[config.mk]
export PLATFORM = sky130hd
export DESIGN_NAME = isa_io_slave
export DESIGN_NICKNAME = d
export VERILOG_FILES = /design/src/rtl/isa_io_pkg.sv /design/src/rtl/isa_io_decode.sv /design/src/rtl/isa_io_lanes.sv /design/src/rtl/isa_io_wrcap.sv /design/src/rtl/isa_io_ready.sv /design/src/rtl/isa_io_slave.sv
export SDC_FILE = /design/constraint.sdc
export NUM_CORES = 1
export LEC_CHECK = 0
export ABC_CLOCK_PERIOD_IN_PS = 1300
export BUFFER_PORTS_ARGS = -buffer_cell sky130_fd_sc_hd__buf_2
export CAP_MARGIN = 15
export CORE_ASPECT_RATIO = 0.9
export CORE_UTILIZATION = 44
export CTS_BUF_LIST = sky130_fd_sc_hd__clkbuf_4
export CTS_CLUSTER_DIAMETER = 40
export DETAILED_ROUTE_END_ITERATION = 16
export PLACE_DENSITY_LB_ADDON = 0.3
export SLEW_MARGIN = 20
export SYNTH_ARGS = -nofsm -noshare
export SYNTH_HDL_FRONTEND = slang
export SYNTH_SLANG_ARGS = --single-unit
[constraint.sdc]
create_clock -name clk_i -period 1.3 [get_ports clk_i]
set_clock_uncertainty 0.05 [all_clocks]
set_input_delay 0.26 -clock clk_i [delete_from_list [all_inputs] [get_ports clk_i]]
set_output_delay 0.26 -clock clk_i [all_outputs]
set_load 0.02 [all_outputs]
[src/rtl/isa_io_pkg.sv]
package isa_io_pkg;
  localparam int DATA_W    = 16;
  localparam int NUM_LANES = DATA_W / 8;

  typedef enum logic [1:0] {
    LANE_WORD = 2'd0,
    LANE_LO   = 2'd1,
    LANE_HI   = 2'd2,
    LANE_XLO  = 2'd3   // odd byte carried on low lane
  } lane_e;
endpackage

[src/rtl/isa_io_decode.sv]
module isa_io_decode
  import isa_io_pkg::*;
#(
  parameter int          ADDR_W = 10,
  parameter int          WIN_W  = 4,
  parameter logic [9:0]  BASE   = 10'h300
) (
  input  logic [ADDR_W-1:0] addr_i,
  input  logic              aen_i,
  input  logic              sbhe_ni,
  output logic              hit_o,
  output lane_e             lane_o,
  output logic [WIN_W-2:0]  idx_o
);
  localparam int TAG_W = ADDR_W - WIN_W;

  logic [TAG_W-1:0] base_tag;
  assign base_tag = BASE[ADDR_W-1:WIN_W];

  assign hit_o = !aen_i && (addr_i[ADDR_W-1:WIN_W] == base_tag);
  assign idx_o = addr_i[WIN_W-1:1];

  always_comb begin
    unique case ({sbhe_ni, addr_i[0]})
      2'b00:   lane_o = LANE_WORD;
      2'b01:   lane_o = LANE_HI;
      2'b10:   lane_o = LANE_LO;
      default: lane_o = LANE_XLO;
    endcase
  end
endmodule

[src/rtl/isa_io_lanes.sv]
module isa_io_lanes
  import isa_io_pkg::*;
(
  input  lane_e               lane_i,
  input  logic [DATA_W-1:0]   bus_i,
  input  logic [DATA_W-1:0]   rdata_i,
  output logic [DATA_W-1:0]   wdata_o,
  output logic [DATA_W-1:0]   bus_o,
  output logic [NUM_LANES-1:0] be_o,
  output logic [NUM_LANES-1:0] use_o
);
  logic swap;
  assign swap = (lane_i == LANE_XLO);

  always_comb begin
    unique case (lane_i)
      LANE_WORD: begin be_o = 2'b11; use_o = 2'b11; end
      LANE_LO:   begin be_o = 2'b01; use_o = 2'b01; end
      LANE_HI:   begin be_o = 2'b10; use_o = 2'b10; end
      default:   begin be_o = 2'b10; use_o = 2'b01; end
    endcase
  end

  for (genvar k = 0; k < NUM_LANES; k++) begin : g_lane
    if (k == 0) begin : g_low
      assign bus_o[7:0]   = swap ? rdata_i[15:8] : rdata_i[7:0];
      assign wdata_o[7:0] = bus_i[7:0];
    end else begin : g_up
      assign bus_o[8*k +: 8]   = rdata_i[8*k +: 8];
      assign wdata_o[8*k +: 8] = swap ? bus_i[7:0] : bus_i[8*k +: 8];
    end
  end
endmodule

[src/rtl/isa_io_wrcap.sv]
module isa_io_wrcap
  import isa_io_pkg::*;
#(
  parameter int IDX_W = 3
) (
  input  logic                 clk_i,
  input  logic                 rst_ni,
  input  logic                 hit_i,
  input  logic                 iow_ni,
  input  logic [IDX_W-1:0]     idx_i,
  input  logic [NUM_LANES-1:0] be_i,
  input  logic [DATA_W-1:0]    wdata_i,
  output logic                 wr_o,
  output logic [IDX_W-1:0]     idx_o,
  output logic [NUM_LANES-1:0] be_o,
  output logic [DATA_W-1:0]    wdata_o
);
  logic armed_q;

  always_ff @(posedge clk_i or negedge rst_ni) begin
    if (!rst_ni) begin
      armed_q <= 1'b0;
      wr_o    <= 1'b0;
      idx_o   <= '0;
      be_o    <= '0;
      wdata_o <= '0;
    end else begin
      wr_o <= 1'b0;
      if (!iow_ni && hit_i) begin
        armed_q <= 1'b1;
        idx_o   <= idx_i;
        be_o    <= be_i;
        wdata_o <= wdata_i;
      end else if (armed_q && iow_ni) begin
        armed_q <= 1'b0;
        wr_o    <= 1'b1;
      end
    end
  end
endmodule

[src/rtl/isa_io_ready.sv]
module isa_io_ready #(
  parameter int MAX_WAIT = 8,
  parameter bit EN_NOWS  = 1'b1
) (
  input  logic clk_i,
  input  logic rst_ni,
  input  logic cmd_i,
  input  logic byte_cyc_i,
  input  logic ready_i,
  output logic chrdy_oe_o,
  output logic nows_oe_o
);
  localparam int CNT_W = $clog2(MAX_WAIT + 1);
  localparam logic [CNT_W-1:0] LIMIT = CNT_W'(MAX_WAIT);

  logic [CNT_W-1:0] cnt_q;

  assign chrdy_oe_o = cmd_i && !ready_i && (cnt_q < LIMIT);

  if (EN_NOWS) begin : g_nows
    assign nows_oe_o = cmd_i && ready_i && byte_cyc_i;
  end else begin : g_no_nows
    assign nows_oe_o = 1'b0;
  end

  always_ff @(posedge clk_i or negedge rst_ni) begin
    if (!rst_ni)         cnt_q <= '0;
    else if (!cmd_i)     cnt_q <= '0;
    else if (chrdy_oe_o) cnt_q <= cnt_q + 1'b1;
  end
endmodule

[src/rtl/isa_io_slave.sv]
module isa_io_slave
  import isa_io_pkg::*;
#(
  parameter int         ADDR_W   = 10,
  parameter int         WIN_W    = 4,
  parameter logic [9:0] BASE     = 10'h300,
  parameter int         MAX_WAIT = 8,
  parameter bit         EN_NOWS  = 1'b1,
  localparam int        IDX_W    = WIN_W - 1
) (
  input  logic              clk_i,
  input  logic              rst_ni,
  input  logic [ADDR_W-1:0] sa_i,
  input  logic              aen_i,
  input  logic              ior_ni,
  input  logic              iow_ni,
  input  logic              sbhe_ni,
  input  logic [15:0]       sd_i,
  output logic [15:0]       sd_o,
  output logic              sd_lo_oe_o,
  output logic              sd_hi_oe_o,
  output logic              io16_no,
  output logic              chrdy_oe_o,
  output logic              nows_oe_o,
  output logic [IDX_W-1:0]  reg_idx_o,
  output logic [1:0]        reg_be_o,
  output logic [15:0]       reg_wdata_o,
  output logic              reg_wr_o,
  output logic              reg_rd_o,
  input  logic [15:0]       reg_rdata_i,
  input  logic              reg_ready_i
);
  logic                 hit;
  lane_e                lane;
  logic [IDX_W-1:0]     dec_idx;
  logic [DATA_W-1:0]    bus_wdata;
  logic [NUM_LANES-1:0] cur_be, lane_use;
  logic                 cap_wr;
  logic [IDX_W-1:0]     cap_idx;
  logic [NUM_LANES-1:0] cap_be;
  logic                 rd_act, cmd, rd_seen_q;

  isa_io_decode #(.ADDR_W(ADDR_W), .WIN_W(WIN_W), .BASE(BASE)) u_dec (
    .addr_i (sa_i),
    .aen_i  (aen_i),
    .sbhe_ni(sbhe_ni),
    .hit_o  (hit),
    .lane_o (lane),
    .idx_o  (dec_idx)
  );

  isa_io_lanes u_lanes (
    .lane_i (lane),
    .bus_i  (sd_i),
    .rdata_i(reg_rdata_i),
    .wdata_o(bus_wdata),
    .bus_o  (sd_o),
    .be_o   (cur_be),
    .use_o  (lane_use)
  );

  isa_io_wrcap #(.IDX_W(IDX_W)) u_wr (
    .clk_i  (clk_i),
    .rst_ni (rst_ni),
    .hit_i  (hit),
    .iow_ni (iow_ni),
    .idx_i  (dec_idx),
    .be_i   (cur_be),
    .wdata_i(bus_wdata),
    .wr_o   (cap_wr),
    .idx_o  (cap_idx),
    .be_o   (cap_be),
    .wdata_o(reg_wdata_o)
  );

  assign rd_act = hit && !ior_ni;
  assign cmd    = hit && (!ior_ni || !iow_ni);

  isa_io_ready #(.MAX_WAIT(MAX_WAIT), .EN_NOWS(EN_NOWS)) u_rdy (
    .clk_i     (clk_i),
    .rst_ni    (rst_ni),
    .cmd_i     (cmd),
    .byte_cyc_i(sbhe_ni),
    .ready_i   (reg_ready_i),
    .chrdy_oe_o(chrdy_oe_o),
    .nows_oe_o (nows_oe_o)
  );

  always_ff @(posedge clk_i or negedge rst_ni) begin
    if (!rst_ni) rd_seen_q <= 1'b0;
    else         rd_seen_q <= rd_act;
  end

  assign io16_no    = !hit;
  assign sd_lo_oe_o = rd_act && lane_use[0];
  assign sd_hi_oe_o = rd_act && lane_use[1];
  assign reg_rd_o   = rd_act && !rd_seen_q;
  assign reg_wr_o   = cap_wr;
  assign reg_idx_o  = cap_wr ? cap_idx : dec_idx;
  assign reg_be_o   = cap_wr ? cap_be : cur_be;
endmodule

==> Word-level counts from Yosys, hierarchy flattened <==
Cells that the tools add are included.
{ "totals": {"latch_bits": 0, "in_bits": 49, "regBits": 28, "wordCells": 51, "ram_bits": 0, "rom_bits": 0, "out_inout_bits": 44, "n_memories": 0} }
{ "classes": {"n_bitwise": 0, "addsub": 1, "eq_ne": 7, "reduce_logical": 22, "n_mux": 13, "div": 0, "order_cmp": 1, "mul": 0, "shift": 0} }
{ "op_table": {"columns": ["cell", "n"], "rows": [
  ["8-bit two-way mux", 2],
  ["1-bit logical AND", 12],
  ["4-bit two-way mux", 2],
  ["2-bit one-hot mux with 2 select lines", 2],
  ["2-bit == test (second input constant)", 3],
  ["6-bit == test (second input constant)", 1],
  ["1-bit logical NOT", 6],
  ["2-bit one-hot mux with 3 select lines", 1],
  ["4-bit by 1-bit adder with 4-bit output (second input constant)", 1],
  ["2-bit by 1-bit == test with 1-bit output (second input constant)", 2],
  ["2-bit logical NOT", 2],
  ["4-bit < comparator (second input constant)", 1],
  ["1-bit two-way mux", 4],
  ["3-bit two-way mux", 1],
  ["2-bit two-way mux", 1],
  ["2-bit inequality test (second input constant)", 1],
  ["2-bit nonzero test", 1],
  ["1-bit logical OR", 1]
]} }

==> Longest topological paths before layout <==
{ "logic_depth": {"word_depth": 7, "mapped_depth": 4, "mapped_depth_nobuf": 4} }

==> Modules after synthesis <==
A second synthesis with hierarchy kept.
{ "unflattened": {"cells_unflattened": 126, "area_unflattened_um2": 1719.1} }
{ "modules_own_cells": {"columns": ["module", "area_per_inst_um2", "seq_area_each_um2", "cells_per_inst", "n_inst"], "rows": [
  ["isa_io_wrcap", 945.9, 575.6, 50, 1],
  ["isa_io_lanes", 384.1, 0.0, 38, 1],
  ["isa_io_ready", 211.5, 100.1, 19, 1],
  ["isa_io_slave", 123.9, 25.0, 12, 1],
  ["isa_io_decode", 53.8, 0.0, 7, 1]
]} }

==> Worst setup path after synthesis <==
OpenSTA, ideal clock, no wires.
{ "synth_timing": {"kind": "input to output", "start": "input aen_i", "end": "output sd_lo_oe_o", "arrival_ps": 1334, "n_path_buf": 0, "path_stages": 3, "required_ps": 990, "setup_slack_ps": -344, "path_cell_list": "and4bb_2 > nand2_1 > nor3_1"} }
{ "synth_between": {"elab_chain_cells": 4} }
{ "synth_lines": {"columns": ["element", "line_no", "text"], "rows": [
  ["start, declared", "isa_io_slave.sv:14", "input logic aen_i,"],
  ["1-bit logical NOT", "isa_io_decode.sv:20", "assign hit_o = !aen_i && (addr_i[ADDR_W-1:WIN_W] == base_tag);"],
  ["1-bit logical AND", "isa_io_decode.sv:20", null],
  ["1-bit logical AND", "isa_io_slave.sv:76", "assign rd_act = hit && !ior_ni;"],
  ["1-bit logical AND", "isa_io_slave.sv:95", "assign sd_lo_oe_o = rd_act && lane_use[0];"],
  ["end, declared", "isa_io_slave.sv:20", "output logic sd_lo_oe_o,"]
]} }
No other way between the ends.

==> Final worst setup path <==
{ "layout_timing": {"start": "register u_wr.wr_o", "end": "output reg_idx_o[0]"} }
{ "layout_between": {"elab_chain_cells": 1} }
{ "layout_lines": {"columns": ["element", "line_no", "text"], "rows": [
  ["start, declared", "isa_io_wrcap.sv:13", "output logic wr_o,"],
  ["start signal, assigned", "isa_io_wrcap.sv:23", "wr_o <= 1'b0;"],
  ["start signal, assigned", "isa_io_wrcap.sv:28", "wr_o <= 1'b0;"],
  ["start signal, assigned", "isa_io_wrcap.sv:36", "wr_o <= 1'b1;"],
  ["3-bit two-way mux", "isa_io_slave.sv:99", "assign reg_idx_o = cap_wr ? cap_idx : dec_idx;"],
  ["end, declared", "isa_io_slave.sv:25", "output logic [IDX_W-1:0] reg_idx_o,"]
]} }
No other way between the ends.

==> results.md <==
- Die area: 3590 µm²
- Vias/cell: 5.00
- First-pass GRT wire length: 6040 µm
- Critical Path AT: 1290 ps
- Final wirelength: 4000 µm
- Antenna diodes: 0
- MaxCap Viol Count: 0
- Share of cells above drive strength 1: 77.1%
- Post-synthesis sequential area ratio: 47.5%
- Fin. max-slew vios: 0
- P&R area growth vs syn: 62.4%
- Highest clock rate: 0.626 GHz
- Worst setup path class: reg -> out
- Vias: 1300
- Wire per inst: 15.4 µm
- Initial core utilization: 47.3%
- Port bufs: 92
- H-tree depth: 1
- LEAKAGE: 1.30 nW
- Top delay family on crit path: flip-flops
- Yosys warns: 0
- Synth area leaders: dfrtp_1 48%, mux2_2 29%, buf_4 4.1%
- Crit path capture type: output port
- Delay of the slowest cell on the worst path: 500 ps
- Final hold viol count: 0
- Synth Area per Inst: 12.8 µm²
- Synth top area share: 47.5%
- Die span in x: 63.0 µm
- Slew Limit Headroom: 58.0%
- Setup tns final: -2160 ps
- RSZ-0062 raised after global routing: yes
- Largest net degree at the start of global routing: 29
- Total global routing overflow: 0
- Core ar.: 3110 µm²
- Worst-path clk slew: 150 ps
- Global Route Usage Sum: 22.3%
- Clock root buffer: clkbuf_4
- Worst-path cell chain: mux2_4 -> buf_6
- Worst Slack Setup Final: -297 ps
- Drt first-iter violations: 10
- Mapped cell area: 1470 µm²
- Synth Register Bits: 28
- # rows: 19
- Syn Nets: 165
- DRT Pass-1 Iters: 4
- Violations in the final reports: setup timing
- Power Density: 866 nW/µm²
- Worst Tran Pin Value: 630 ps
- Clock sinks: 28
- Status: complete, but fails checks
- Die H: 56.9 µm
- Worst path buffer plus inverter count: 1
- Antenna-violating nets left: 0
- Number of remaining DRC errors: 0
- Synth area leader: dfrtp_1
- CTS tree: built
- Gate Count Post-Synth: 115
- Worst setup SP type: flip-flop
- Hold WC Path Type: in -> reg
- Worst Path Required: 990 ps
- IO Pins: 93
- # nets final: 269
- Routability congestion estimate: 0.792
- Worst-case clock buffer depth: 2
- Vias in the first global route: 1368
- Tcrit/Tclk final: 123%
- Clk_lat worst skew: 330 ps
- DPL Wire Length: 2650 µm
- Antenna violations before repair: 0
- CTS buffer count: 3
- Final Setup Violations: 11
- Place WS: -221 ps
- Slowest CP cell: dfrtp_2
- Crit-path max FO: 5
- Netlist cell types: 24
- Minimum clock period: 1600 ps
- Worst vdd ir: 812 µV
- Post-layout util: 76.9%
==> layout by cell type, fill, tap and decap left out, drive strengths merged <==
| cell type | netlist | routed |
|---|---|---|
| mux2i | 1 | 1 |
| inv | 2 | 2 |
| and2 | 1 | 1 |
| nor3b | 1 | 1 |
| clkbuf | 0 | 3 |
| or2b | 1 | 1 |
| o21ai | 2 | 2 |
| xnor2 | 2 | 2 |
| a41oi | 1 | 1 |
| and4bb | 1 | 1 |
| dlygate4sd3 | 0 | 1 |
| buf | 11 | 108 |
| mux2 | 40 | 40 |
| nor3 | 5 | 5 |
| dfrtp | 28 | 28 |
| bufinv | 0 | 1 |
| nand2 | 6 | 7 |
| a21oi | 2 | 2 |
| and2b | 1 | 1 |
| nor2 | 7 | 7 |
| nand3 | 1 | 1 |
| ha | 1 | 1 |
| nand3b | 1 | 1 |
==> routing by layer <==
layer  GRT usage [%]  vias up  part of all wire [%]
met1            22.7      635                    34
met5               0        -                     0
met2            44.5       55                    59
met4            9.97        0                   2.6
li1                -      600                     -
met3            2.85       10                   4.9
==> through the flow <==
| step | total power [mW] | std cells | hold slack, ps | area (µm²) |
|---|---|---|---|---|
| after floorplan | 1.23 | 115 | -85.6 | 1550 |
| after global placement | 1.41 | 244 | 245 | 2020 |
| after detailed placement | 1.42 | 244 | 262 | 2020 |
| after CTS | 2.06 | 255 | 33.2 | 2280 |
| after global routing | 2.16 | 260 | 40.3 | 2390 |
| final | 2.07 | 260 | 49.4 | 2390 |
==> cell type report <==
cell class                      instances  area, µm²
Clock inverter                          1       30.0
Sequential cell                        28        703
Tap cell                               42       52.6
Multi-Input combinational cell         75        832
Inverter                                2       7.51
Timing Repair Buffer                  109        746
Fill cell                             197        721
Clock buffer                            3       22.5
==> logic make-up after synthesis <==
group | share of synthesized area [%]
muxes | 31.7
xor gates and xnor gates | 1.19
and+or+nand+nor | 9.85
DFF | 47.5
adders and majority gates | 0.849
AOI/OAI and AO/OA | 1.95
buffers and inverters | 6.88
==> path summary, 6_finish.rpt <==
check / start / end / slack [ps] / depth (start not counted)
max in group asynchronous: rst_ni / u_wr.wr_o$_DFF_PN0_ / 350 / 2
setup reg to reg: u_rdy.cnt_q[3]$_DFFE_PN0P_ / u_rdy.cnt_q[2]$_DFFE_PN0P_ / 100 / 4
min in group asynchronous: rst_ni / u_wr.wdata_o[8]$_DFFE_PN0P_ / 410 / 2
hold / removal: iow_ni / u_wr.armed_q$_DFFE_PN0P_ / 50 / 2
hold reg to reg: u_wr.wdata_o[4]$_DFFE_PN0P_ / u_wr.wdata_o[4]$_DFFE_PN0P_ / 470 / 1
setup / recovery: u_wr.wr_o$_DFF_PN0_ / reg_idx_o[0] / -300 / 2
==> Yosys cell counts <==
master	number
nand3b_2	1
a21oi_1	2
nand3_1	1
mux2_2	38
nor2_1	7
a41oi_1	1
mux2_4	2
and4bb_2	1
and2b_2	1
nand2_1	5
or2b_1	1
nand2_4	1
ha_1	1
nor3_2	1
buf_6	3
xnor2_1	2
nor3b_1	1
buf_4	8
nor3_1	4
inv_1	2
o21ai_0	2
and2_1	1
dfrtp_1	28
mux2i_1	1
==> where the power goes <==
group	internal (mW)	switching, mW	total, mW
clock network	0.312	0.260	0.572
logic	0.278	0.271	0.549
registers	0.926	0.0266	0.953
total	1.52	0.557	2.07
==> worst reg2reg max path, stage by stage (launching register included) <==
cell and delay (ps):
dfrtp_2 470, buf_4 150, nor3b_1 230, xnor2_1 160
nor2_1 60
==> registers in the layout, indices dropped and copies added (netlist names) <==
| register | flops |
|---|---|
| u_wr.armed_q | 1 |
| u_rdy.cnt_q | 4 |
| rd_seen_q | 1 |
| u_wr.wdata_o | 16 |
| u_wr.idx_o | 3 |
| u_wr.be_o | 2 |
| u_wr.wr_o | 1 |
==> what timing repair did <==
action / in CTS / in global routing
endpoints found under the setup margin: 20 / 20
buffers inserted: 5 / 5
pin swaps: 6 / 3
gates cloned: 1 / 0
hold endpoints to repair: 28 / 0
resized for setup: 44 / 19
hold buffers: 1 / 0
No activity file was read; power rests on OpenSTA's default activity.
